<file path="src/rtl/fpm_pkg.sv">
// Shared format constants and field view for the 14-bit multiplier.
// Assumes a sign/exponent/fraction word with an implicit leading one.
package fpm_pkg;
    parameter int EXP_W  = 5;
    parameter int FRAC_W = 8;
    parameter int BIAS   = 15;

    localparam int WORD_W = 1 + EXP_W + FRAC_W;
    localparam int SIG_W  = FRAC_W + 1;
    localparam int PROD_W = 2 * SIG_W;
    localparam int ESUM_W = EXP_W + 3;

    typedef struct packed {
        logic              sgn;
        logic [EXP_W-1:0]  ex;
        logic [FRAC_W-1:0] fr;
    } fpw_t;
endpackage

</file>
<file path="src/rtl/fpm_exp_add.sv">
// Exponent stage: adds two biased exponents and removes one bias.
// The result is two's complement in ESUM_W bits, so a negative value
// is marked by its top bit. The range is assumed never to wrap.
module fpm_exp_add
    import fpm_pkg::*;
(
    input  logic [EXP_W-1:0]  ex_a,
    input  logic [EXP_W-1:0]  ex_b,
    output logic [ESUM_W-1:0] ex_sum
);
    localparam logic [ESUM_W-1:0] BIAS_W = ESUM_W'(BIAS);

    // Purpose: biased sum minus bias, widened to keep the sign
    always_comb begin
        ex_sum = {3'b000, ex_a} + {3'b000, ex_b} - BIAS_W;
    end
endmodule

</file>
<file path="src/rtl/fpm_sig_mul.sv">
// Significand stage: restores the hidden ones and forms the full
// unsigned product of two (FRAC_W+1)-bit significands in [1,4).
module fpm_sig_mul
    import fpm_pkg::*;
(
    input  logic [FRAC_W-1:0] fr_a,
    input  logic [FRAC_W-1:0] fr_b,
    output logic [PROD_W-1:0] sig_prod
);
    logic [SIG_W-1:0] sig_a;
    logic [SIG_W-1:0] sig_b;

    // Purpose: attach implicit leading ones
    always_comb begin
        sig_a = {1'b1, fr_a};
        sig_b = {1'b1, fr_b};
    end

    // Purpose: full-width significand product
    always_comb begin
        sig_prod = PROD_W'(sig_a) * PROD_W'(sig_b);
    end
endmodule

</file>
<file path="src/rtl/fpm_norm_trunc.sv">
// Normalize, truncate and handle exceptions. A product at or above two
// is shifted right one place with an exponent increment. The kept
// fraction is cut off with no rounding. A negative final exponent or a
// zero operand yields signed zero; only the negative case raises the flag.
// Exponents above the top code are assumed never to occur.
module fpm_norm_trunc
    import fpm_pkg::*;
(
    input  logic              sgn,
    input  logic              is_zero,
    input  logic [ESUM_W-1:0] ex_sum,
    input  logic [PROD_W-1:0] sig_prod,
    output logic [WORD_W-1:0] result,
    output logic              uflow
);
    logic              carry_hi;
    logic [ESUM_W-1:0] ex_fin;
    logic [FRAC_W-1:0] fr_fin;
    fpw_t              packed_res;

    // Purpose: select the normalization shift and adjust the exponent
    always_comb begin
        carry_hi = sig_prod[PROD_W-1];
        ex_fin   = ex_sum + ESUM_W'(carry_hi);
        if (carry_hi) begin
            fr_fin = sig_prod[PROD_W-2 -: FRAC_W];
        end else begin
            fr_fin = sig_prod[PROD_W-3 -: FRAC_W];
        end
    end

    // Purpose: underflow test, flush and field packing
    always_comb begin
        uflow          = !is_zero && ex_fin[ESUM_W-1];
        packed_res.sgn = sgn;
        if (is_zero || uflow) begin
            packed_res.ex = '0;
            packed_res.fr = '0;
        end else begin
            packed_res.ex = ex_fin[EXP_W-1:0];
            packed_res.fr = fr_fin;
        end
        result = packed_res;
    end
endmodule

</file>
<file path="src/rtl/fpm_mul14.sv">
// Top of the reduced-precision multiplier. It splits the operand fields,
// runs the exponent and significand stages side by side, then the
// normalize/truncate stage. OUT_REG=1 adds one output register with a
// synchronous active-low reset. OUT_REG=0 makes the path combinational.
module fpm_mul14
    import fpm_pkg::*;
#(
    parameter bit OUT_REG = 1'b1
) (
    input  logic              clk,
    input  logic              rst_n,
    input  logic              in_valid,
    input  logic [WORD_W-1:0] op_a,
    input  logic [WORD_W-1:0] op_b,
    output logic              out_valid,
    output logic [WORD_W-1:0] product,
    output logic              underflow
);
    fpw_t              fa;
    fpw_t              fb;
    logic [ESUM_W-1:0] ex_sum;
    logic [PROD_W-1:0] sig_prod;
    logic [WORD_W-1:0] res_c;
    logic              uf_c;
    logic              zero_in;
    logic              sgn_c;

    // Purpose: field view, result sign and zero-operand detection
    always_comb begin
        fa      = op_a;
        fb      = op_b;
        sgn_c   = fa.sgn ^ fb.sgn;
        zero_in = ({fa.ex, fa.fr} == '0) || ({fb.ex, fb.fr} == '0);
    end

    fpm_exp_add u_exp (
        .ex_a   (fa.ex),
        .ex_b   (fb.ex),
        .ex_sum (ex_sum)
    );

    fpm_sig_mul u_sig (
        .fr_a     (fa.fr),
        .fr_b     (fb.fr),
        .sig_prod (sig_prod)
    );

    fpm_norm_trunc u_norm (
        .sgn      (sgn_c),
        .is_zero  (zero_in),
        .ex_sum   (ex_sum),
        .sig_prod (sig_prod),
        .result   (res_c),
        .uflow    (uf_c)
    );

    generate
        if (OUT_REG) begin : g_reg
            // Purpose: output register, loaded only on valid operands
            always_ff @(posedge clk) begin
                if (!rst_n) begin
                    out_valid <= 1'b0;
                    product   <= '0;
                    underflow <= 1'b0;
                end else begin
                    out_valid <= in_valid;
                    if (in_valid) begin
                        product   <= res_c;
                        underflow <= uf_c;
                    end
                end
            end

            a_r8_valid_follows: assert property (@(posedge clk) disable iff (!rst_n)
                in_valid |=> out_valid);
            a_r9_idle_hold: assert property (@(posedge clk) disable iff (!rst_n)
                !in_valid |=> (!out_valid && $stable(product) && $stable(underflow)));
            a_r2_sign_xor: assert property (@(posedge clk) disable iff (!rst_n)
                in_valid |=> (product[WORD_W-1] == ($past(op_a[WORD_W-1]) ^ $past(op_b[WORD_W-1]))));
            a_r7_zero_operand: assert property (@(posedge clk) disable iff (!rst_n)
                (in_valid && (op_a[WORD_W-2:0] == '0)) |=> (product[WORD_W-2:0] == '0 && !underflow));
            a_r6_flush_on_uf: assert property (@(posedge clk) disable iff (!rst_n)
                underflow |-> (product[WORD_W-2:0] == '0));
        end else begin : g_comb
            // Purpose: combinational pass-through variant
            always_comb begin
                out_valid = in_valid;
                product   = res_c;
                underflow = uf_c;
            end
        end
    endgenerate
endmodule

</file>
<file path="config.mk">
export PLATFORM = sky130hd
export DESIGN_NAME = fpm_mul14
export DESIGN_NICKNAME = d
export VERILOG_FILES = /design/src/rtl/fpm_pkg.sv /design/src/rtl/fpm_exp_add.sv /design/src/rtl/fpm_sig_mul.sv /design/src/rtl/fpm_norm_trunc.sv /design/src/rtl/fpm_mul14.sv
export SDC_FILE = /design/constraint.sdc
export NUM_CORES = 1
export LEC_CHECK = 0
export BUFFER_PORTS_ARGS = -buffer_cell sky130_fd_sc_hd__buf_2
export CORE_ASPECT_RATIO = 0.7
export CORE_MARGIN = 2
export CORE_UTILIZATION = 50
export DETAILED_ROUTE_END_ITERATION = 16
export PLACE_DENSITY = 0.78
export SYNTH_ARGS = -nofsm -noshare
export SYNTH_HDL_FRONTEND = slang
export SYNTH_HIERARCHICAL = 1
export SYNTH_SLANG_ARGS = --single-unit
</file>
<file path="constraint.sdc">
create_clock -name clk -period 8 [get_ports clk]
set_clock_uncertainty 0.05 [all_clocks]
set_input_delay 1.2 -clock clk [delete_from_list [all_inputs] [get_ports clk]]
set_output_delay 1.2 -clock clk [all_outputs]
set_load 0.01 [all_outputs]
</file>
======== Word-level counts from Yosys, hierarchy flattened ========
Cells that the tools add are included.
storage, ports and cells
  register bits after elaboration ......... 16
  latch bits .............................. 0
  bits in writable memories ............... 0
  ROM bits ................................ 0
  logic and storage cells ................. 16
  memories ................................ 0
cells by class
  add/sub/neg operators ................... 3
  multipliers ............................. 1
  div/mod/pow operators ................... 0
  $lt $le $gt $ge ......................... 0
  equal/unequal tests ..................... 0
  shifts and indexed selects .............. 0
  muxes and demuxes ....................... 2
  bitwise operators ....................... 1
  reduce and logical (&&, ||, !) cells .... 6
operators by type and width
  kind                 count
  $logic_not 13->1     2
  $mul 9x9->18         1
  $mux 13              1
  $add 8x1->8          1
  $mux 8               1
  $sub 8x4->8 const B  1
  $add 5x5->6          1
  $logic_or 1x1->1     2
  $logic_and 1x1->1    1
  $logic_not 1->1      1
  $xor 1x1->1          1

======== Logic depth before layout (Yosys ltp) ========
Gate-level depths: netlist of run 1.
  depth in word-level cells ............... 6
  gate-level depth with buffers ........... 23
  depth with buffers taken out ............ 21

======== By module ========
The synthesis of run 1 kept the hierarchy.
modules (own cells, without submodules)
  module          instances  cells each  area each (um2)  seq. area each (um2)
  fpm_sig_mul     1          307         2543.7           0.0
  fpm_mul14       1          62          674.4            320.3
  fpm_norm_trunc  1          37          355.3            0.0
  fpm_exp_add     1          33          264.0            0.0

======== Worst setup path before layout of run 1 ========
OpenSTA, ideal clock, no wires.
  kind .................................... input port to flip-flop
  start ................................... in op_a[3]
  end ..................................... reg product[0]
  arrival ................................. 6023 ps
  data required time ...................... 7885 ps
  path slack .............................. 1862 ps
  cell stages on the path ................. 21
  path buffers ............................ 2
  path through ............................ clkbuf_1 -> nand2_1 -> fa_1 -> fa_1 -> inv_1 -> fa_1 -> inv_1 -> fa_1 -> inv_1 -> ha_1 -> nand4b_1 -> a311oi_2 -> nor2_1 -> a311oi_2 -> ha_1 -> nand3_2 -> o21a_1 -> buf_6 -> nor4_2 -> mux2i_1 -> nor2b_1
on the way
  elaborated cells between the ends (all ways) .. 9
  those cells by class .................... add/sub: 1; mul: 1; mux: 2; reduce/logical: 5
RTL lines
  item                    line                  source
  from (decl)             fpm_mul14.sv:13       input logic [WORD_W-1:0] op_a,
  $mul 9x9->18 *          fpm_sig_mul.sv:21     sig_prod = PROD_W'(sig_a) * PROD_W'(sig_b);
  named net sig_prod[17]  fpm_mul14.sv:22       logic [PROD_W-1:0] sig_prod;
  $add 8x1->8             fpm_norm_trunc.sv:24  ex_fin = ex_sum + ESUM_W'(carry_hi);
  $logic_and 1x1->1       fpm_norm_trunc.sv:34  uflow = !is_zero && ex_fin[ESUM_W-1];
  $logic_or 1x1->1        fpm_norm_trunc.sv:36  if (is_zero || uflow) begin
  $mux 13 *               fpm_norm_trunc.sv:36
  named net res_c[0]      fpm_mul14.sv:23       logic [WORD_W-1:0] res_c;
  to (signal assigned)    fpm_mul14.sv:68       product <= res_c;
  to (decl)               fpm_mul14.sv:16       output logic [WORD_W-1:0] product,
Mark *: on every way through the listed nets, which the timed path passes. The rest lies on a longest branch.
A chain may end at the register's enable or synchronous reset.

======== Final worst setup path of run 1 ========
  start ................................... in op_b[7]
  end ..................................... reg product[9]
on the way
  elaborated cells between the ends (all ways) .. 8
  those cells by class .................... add/sub: 1; mul: 1; mux: 1; reduce/logical: 5
RTL lines
  item                    line                  source
  from (decl)             fpm_mul14.sv:14       input logic [WORD_W-1:0] op_b,
  $mul 9x9->18 *          fpm_sig_mul.sv:21
  named net sig_prod[17]  fpm_mul14.sv:22
  $add 8x1->8 *           fpm_norm_trunc.sv:24
  $logic_and 1x1->1       fpm_norm_trunc.sv:34
  $logic_or 1x1->1        fpm_norm_trunc.sv:36
  $mux 13 *               fpm_norm_trunc.sv:36
  named net res_c[9]      fpm_mul14.sv:23
Marked as above.

==> impl_metrics.ini, run 1 <==
[power]
power_frac_clock_pct = 6.4
combPwrFrac_pct = 84.0
irDropWorstVdd_mv = 0.141
cellLeakagePower_nw = 2.20
power.share.sequential_pct = 9.6
p_int_mw = 0.559
power_density_nw_per_um2 = 272
swShare_pct = 50.2
finalPower_mw = 1.12
switchingPower_mw = 0.562

[synth]
synthCells = 433
syn_nets = 563
syn_area_per_cell_um2 = 8.78
netlist_area_um2 = 3800
synth_warnings = 6

[sta]
fmax_ghz = 0.150
fin_crit_sh_pct = 83.5
finalCriticalPeriod_ps = 6680
tns_ps = 0
whs_ps = 469
finalHoldViolCount = 0
slew_headroom_pct = 57.6
grt_setup_unrepaired = false
finalMaxSlewViolations = 0
worstMarginPinSlew_ps = 635
setup_violations = 0

[floorplanning]
start_util_pct = 51.9
rows = 26
core-area_um2 = 7320
fp.dieW_um = 108
die-area_um2 = 8320
io_pins = 47
die_y_um = 76.9

[clock_network]
cts_hold_buf = 0
clk_pin_slew_ps = 70
insertion_delay_ps = 250
cts_sinks = 16
cts_tree = done
cts_buffer_depth = 2
cts-root-buf = clkbuf_8
numCtsBuffers = 3
post_cts_buffers = 0
cts.htree.levels = 1
ctsResizeCount = 0

[setup_path]
crit_path_max_incr_delay_ps = 530
setup.worst_path.end_class = flop
arrival_ps = 6820
worstPathRequired_ps = 8140
path_class = in2reg
slowest_stage = fa_1
crit_family = adder cells
path_buf_inv = 6
critPathMaxFanout = 13
cp-start-kind = input pin
path_cells = buf_2, and2_1, fa_1, inv_1, fa_1, inv_1, fa_1, inv_1, fa_1, inv_1, ha_1, nand4b_1, a311oi_2, nor2_1, a311oi_2, buf_4, ha_1, nand3_2, o21a_1, nor4b_1, mux2i_1, nor2b_1

[route]
dr_total_vias = 2988
drt-total-wl_mm = 7.59
drt_iter0_drc = 119
firstDrtPassIters = 4
routed_via_density = 5.26
wl_per_cell_um = 13.4
ant_nets = 0
drc = 0

[place]
hpwlAfterDp_mm = 6.43
place.gp.congestion = 0.864
port_buffers = 46

[global_routing]
antenna_found_initial = 0
grt_pass1_wl_mm = 13.2
grt.total_usage_pct = 19.4
grt_max_degree = 17
grt_pass1_vias = 2882
grt_overflow_total = 0

[cells_and_area]
finish.net_count = 601
antenna_cells = 0
final_layout_size_suffix_gt1_share_pct = 14.9
final_util_pct = 56.3
syn2layout_area_growth_pct = 8.53
fillers = 693

[job]
cap_violations = 0

[status]
outcome = completed

[min_path]
hp-class = reg2reg
==> per-layer routing <==
layer | vias up | track usage [%] | wire [um]
li1 | 1440 | - | -
met1 | 1475 | 28.9 | 3630
met2 | 69 | 30.4 | 3510
met3 | 4 | 2.98 | 405
met4 | 0 | 2.44 | 42
met5 | - | 0 | 0
==> layout by cell type, fill, tap and decap left out, drive strengths merged, types with 2 or more instances in the layout <==
| master | n |
|---|---|
| o21a | 2 |
| and2 | 26 |
| nor3 | 8 |
| nand4 | 3 |
| nor2b | 16 |
| nand2 | 44 |
| a311oi | 3 |
| fa | 51 |
| nand2b | 2 |
| xnor2 | 10 |
| clkbuf | 4 |
| nor4b | 2 |
| nand3 | 4 |
| o21ai | 4 |
| a21o | 4 |
| nor2 | 10 |
| and3 | 2 |
| a21oi | 10 |
| inv | 97 |
| dfxtp | 16 |
| mux2i | 23 |
| xor2 | 6 |
| buf | 48 |
| nor4 | 14 |
| o211ai | 3 |
| ha | 48 |
==> final cells by class <==
type	instances	area (um2)	area share (%)
clock buffers	4	55.1	1.33
inverters	97	364	8.83
multi-input cells	305	3020	73.1
flip-flops and latches	16	320	7.77
well taps	98	123	2.97
repair buffers	48	245	5.95
==> registers in the layout, summed over array words and instances (netlist names) <==
signal / count
product: 14
out_valid: 1
underflow: 1
==> through the flow <==
step | instance area, um2 | std cells | setup slack, ps
2_1_floorplan | 3800 | 433 | 1860
3_3_place_gp | 4070 | 564 | 1270
3_5_place_dp | 4070 | 564 | 1090
4_1_cts | 4120 | 568 | 1340
5_1_grt | 4120 | 568 | 959
6_report | 4120 | 568 | 1320
==> power by group through the flow <==
stage               registers [mW]  logic, mW  clock network, mW
floorplan                    0.117      0.754                  0
global placement             0.109      0.917                  0
detailed placement           0.109      0.939                  0
CTS                          0.108      0.947             0.0737
global route                 0.110       1.08             0.0771
finish                       0.108      0.941             0.0722
==> path summary, 6_finish.rpt <==
check	start	end	slack (ps)	cells after the start
worst min-delay path	underflow	underflow	470	2
worst max-delay path	op_b[7]	product[9]	1320	22
worst min register to register	underflow	underflow	470	2
worst max register to register	product[9]	product[9]	7330	2
==> worst min-delay path, delay by kind of cell (launching register included) <==
family,cells,cell delay (ps)
DFF,1,330
muxes,1,60
and+or+nand+nor,1,90
No activity file was read; power rests on OpenSTA's default activity.
==> run 2, diff against run 1 <==
--- a/config.mk
+++ b/config.mk
@@ -10,7 +10,7 @@
 export CORE_MARGIN = 2
 export CORE_UTILIZATION = 50
 export DETAILED_ROUTE_END_ITERATION = 16
-export PLACE_DENSITY = 0.78
+export PLACE_DENSITY = 0.81
 export SYNTH_ARGS = -nofsm -noshare
 export SYNTH_HDL_FRONTEND = slang
 export SYNTH_HIERARCHICAL = 1
==> constraint.sdc (replaced) <==
create_clock -name clk -period 5.4 [get_ports clk]
set_clock_uncertainty 0.05 [all_clocks]
set_input_delay 0.81 -clock clk [delete_from_list [all_inputs] [get_ports clk]]
set_output_delay 0.81 -clock clk [all_outputs]
set_load 0.01 [all_outputs]
==> run 2 against run 1 <==
The flow now finishes with violations (negative setup slack). Register-to-register slack got worse by 2700 ps. Design area increased by 17%. Combinational power increased by 110%. Sequential power increased by 48%. Critical path depth unchanged. Worst hold slack got worse by 3.0 ps. Cell count increased by 9.5%. Die area unchanged. Via count increased by 9.2%. Global-route usage increased by 4.0 points. Non-clock buffer count increased by 55. Sequential cell count unchanged.
==> impl_metrics.ini, run 2 (synthesis results as in run 1) <==
[sta]
fmax_ghz = 0.180
slew_headroom_pct = 36.7
whs_ps = 466
finalMaxSlewViolations = 0
fin_crit_sh_pct = 103
setup_violations = 13
grt_setup_unrepaired = true
worst_slack_ps = -169
worstMarginPinSlew_ps = 947
finalCriticalPeriod_ps = 5570
finalHoldViolCount = 0

[cells_and_area]
layout_common_cells = inv_1 (95), buf_4 (58), fa_1 (50)
fillers = 546
largest_reg_flops = 14
regMostFlops = product
final_area_um2 = 4820
syn2layout_area_growth_pct = 26.8
final_common_cell = inv_1
antenna_cells = 0
final_layout_size_suffix_gt1_share_pct = 28.1
largestRegisters = product (14), out_valid (1), underflow (1)
finish.net_count = 656

[clock_network]
cts-root-buf = clkbuf_8
cts_buffer_depth = 2
insertion_delay_ps = 240
numCtsBuffers = 3
clk_pin_slew_ps = 70
cts_sinks = 16
cts.htree.levels = 1
cts_tree = done

[setup_path]
worstPathRequired_ps = 5530
critPathMaxFanout = 6
cp-start-kind = input pin
arrival_ps = 5700
path_class = in2reg
setup.worst_path.end_class = flop

[floorplanning]
die_y_um = 76.9
rows = 26
die-area_um2 = 8320
core-area_um2 = 7320
start_util_pct = 51.9
io_pins = 47
fp.dieW_um = 108

[route]
wl_per_cell_um = 14.6
firstDrtPassIters = 7
dr_total_vias = 3263
drt_iter0_drc = 196
routed_via_density = 5.25
ant_nets = 0
drt-total-wl_mm = 9.07
drc = 0

[job]
cap_violations = 0

[global_routing]
grt_overflow_total = 0
grt_pass1_wl_mm = 15.8
grt.total_usage_pct = 23.3
grt_pass1_vias = 3564
grt_max_degree = 17
antenna_found_initial = 0

[status]
violations = negative setup slack
outcome = finished with violations

[power]
irDropWorstVdd_mv = 0.261
power_density_nw_per_um2 = 460
cellLeakagePower_nw = 2.52
finalPower_mw = 2.22

[place]
place.gp.congestion = 0.885
placed_area_um2 = 4530
hpwlAfterDp_mm = 7.32
port_buffers = 46

[min_path]
hp-class = reg2reg
run 2: cell types whose count changed in the layout (fill, tap and decap cells not counted), moves of 5 or more:
cell / previous run / this run
ha_1: 48 / 42
buf_4: 2 / 58
nor4_4: 0 / 6
nor4_2: 9 / 4
buf_2: 46 / 36
run 2: what timing repair did:
action,CTS,global route
hold endpoints to repair,0,0
setup buffers,3,2
resized for setup,26,15
cloned,1,0
hold buffers,0,0
endpoints found under the setup margin,14,14
pin swaps,8,11
run 2: power by group:
part	total, mW	internal [mW]	switching (mW)
registers	0.160	0.146	0.0133
logic	1.97	0.989	0.978
clock network	0.0900	0.0494	0.0406
run 2: worst paths after layout:
check                                start          to  slack (ps)  depth (start not counted)
worst min-delay path             underflow   underflow         470                          2
worst max-delay path               op_b[7]  product[8]        -170                         22
worst max register to register  product[8]  product[8]        4670                          2
worst min register to register   underflow   underflow         470                          2
run 2: per-stage QoR:
step                setup TNS, ps  setup WS (ps)  cells  utilization (%)
finish                      -1680           -169    622             65.8
CTS                         -1350           -144    620             64.9
detailed placement          -6180           -501    613             61.9
global route                -4380           -396    622             65.8
floorplan                       0          0.486    433                -
global placement            -4160           -335    613             61.9
run 2: worst max-delay path, stage by stage:
cell,delay (ps)
buf_8,110
and2_4,150
fa_1,530
inv_1,50
fa_1,490
inv_1,50
fa_1,480
inv_1,50
fa_1,490
inv_2,40
ha_4,230
nand4b_1,140
a311oi_2,150
buf_4,170
o2111a_1,230
a311oi_2,300
ha_2,270
nand3_4,100
o21a_4,300
nor4b_4,260
mux2i_1,130
nor2b_1,170
run 2: final cells by class:
class	instances	area (um2)	area share, %
multi-input combinational	305	3220	66.8
timing repair buffer	103	751	15.6
inverter	97	364	7.56
sequential	16	320	6.65
tap	98	123	2.55
clock buffer	3	41.3	0.857
run 2: metal layers:
layer | vias up | part of all wire (%) | GRT usage, % | routed length [um]
met4 | 0 | 0.96 | 3.33 | 87
met5 | - | 0 | 0 | 0
li1 | 1555 | - | - | -
met2 | 81 | 50 | 42.7 | 4570
met1 | 1613 | 45 | 30.1 | 4080
met3 | 14 | 3.6 | 2.72 | 330
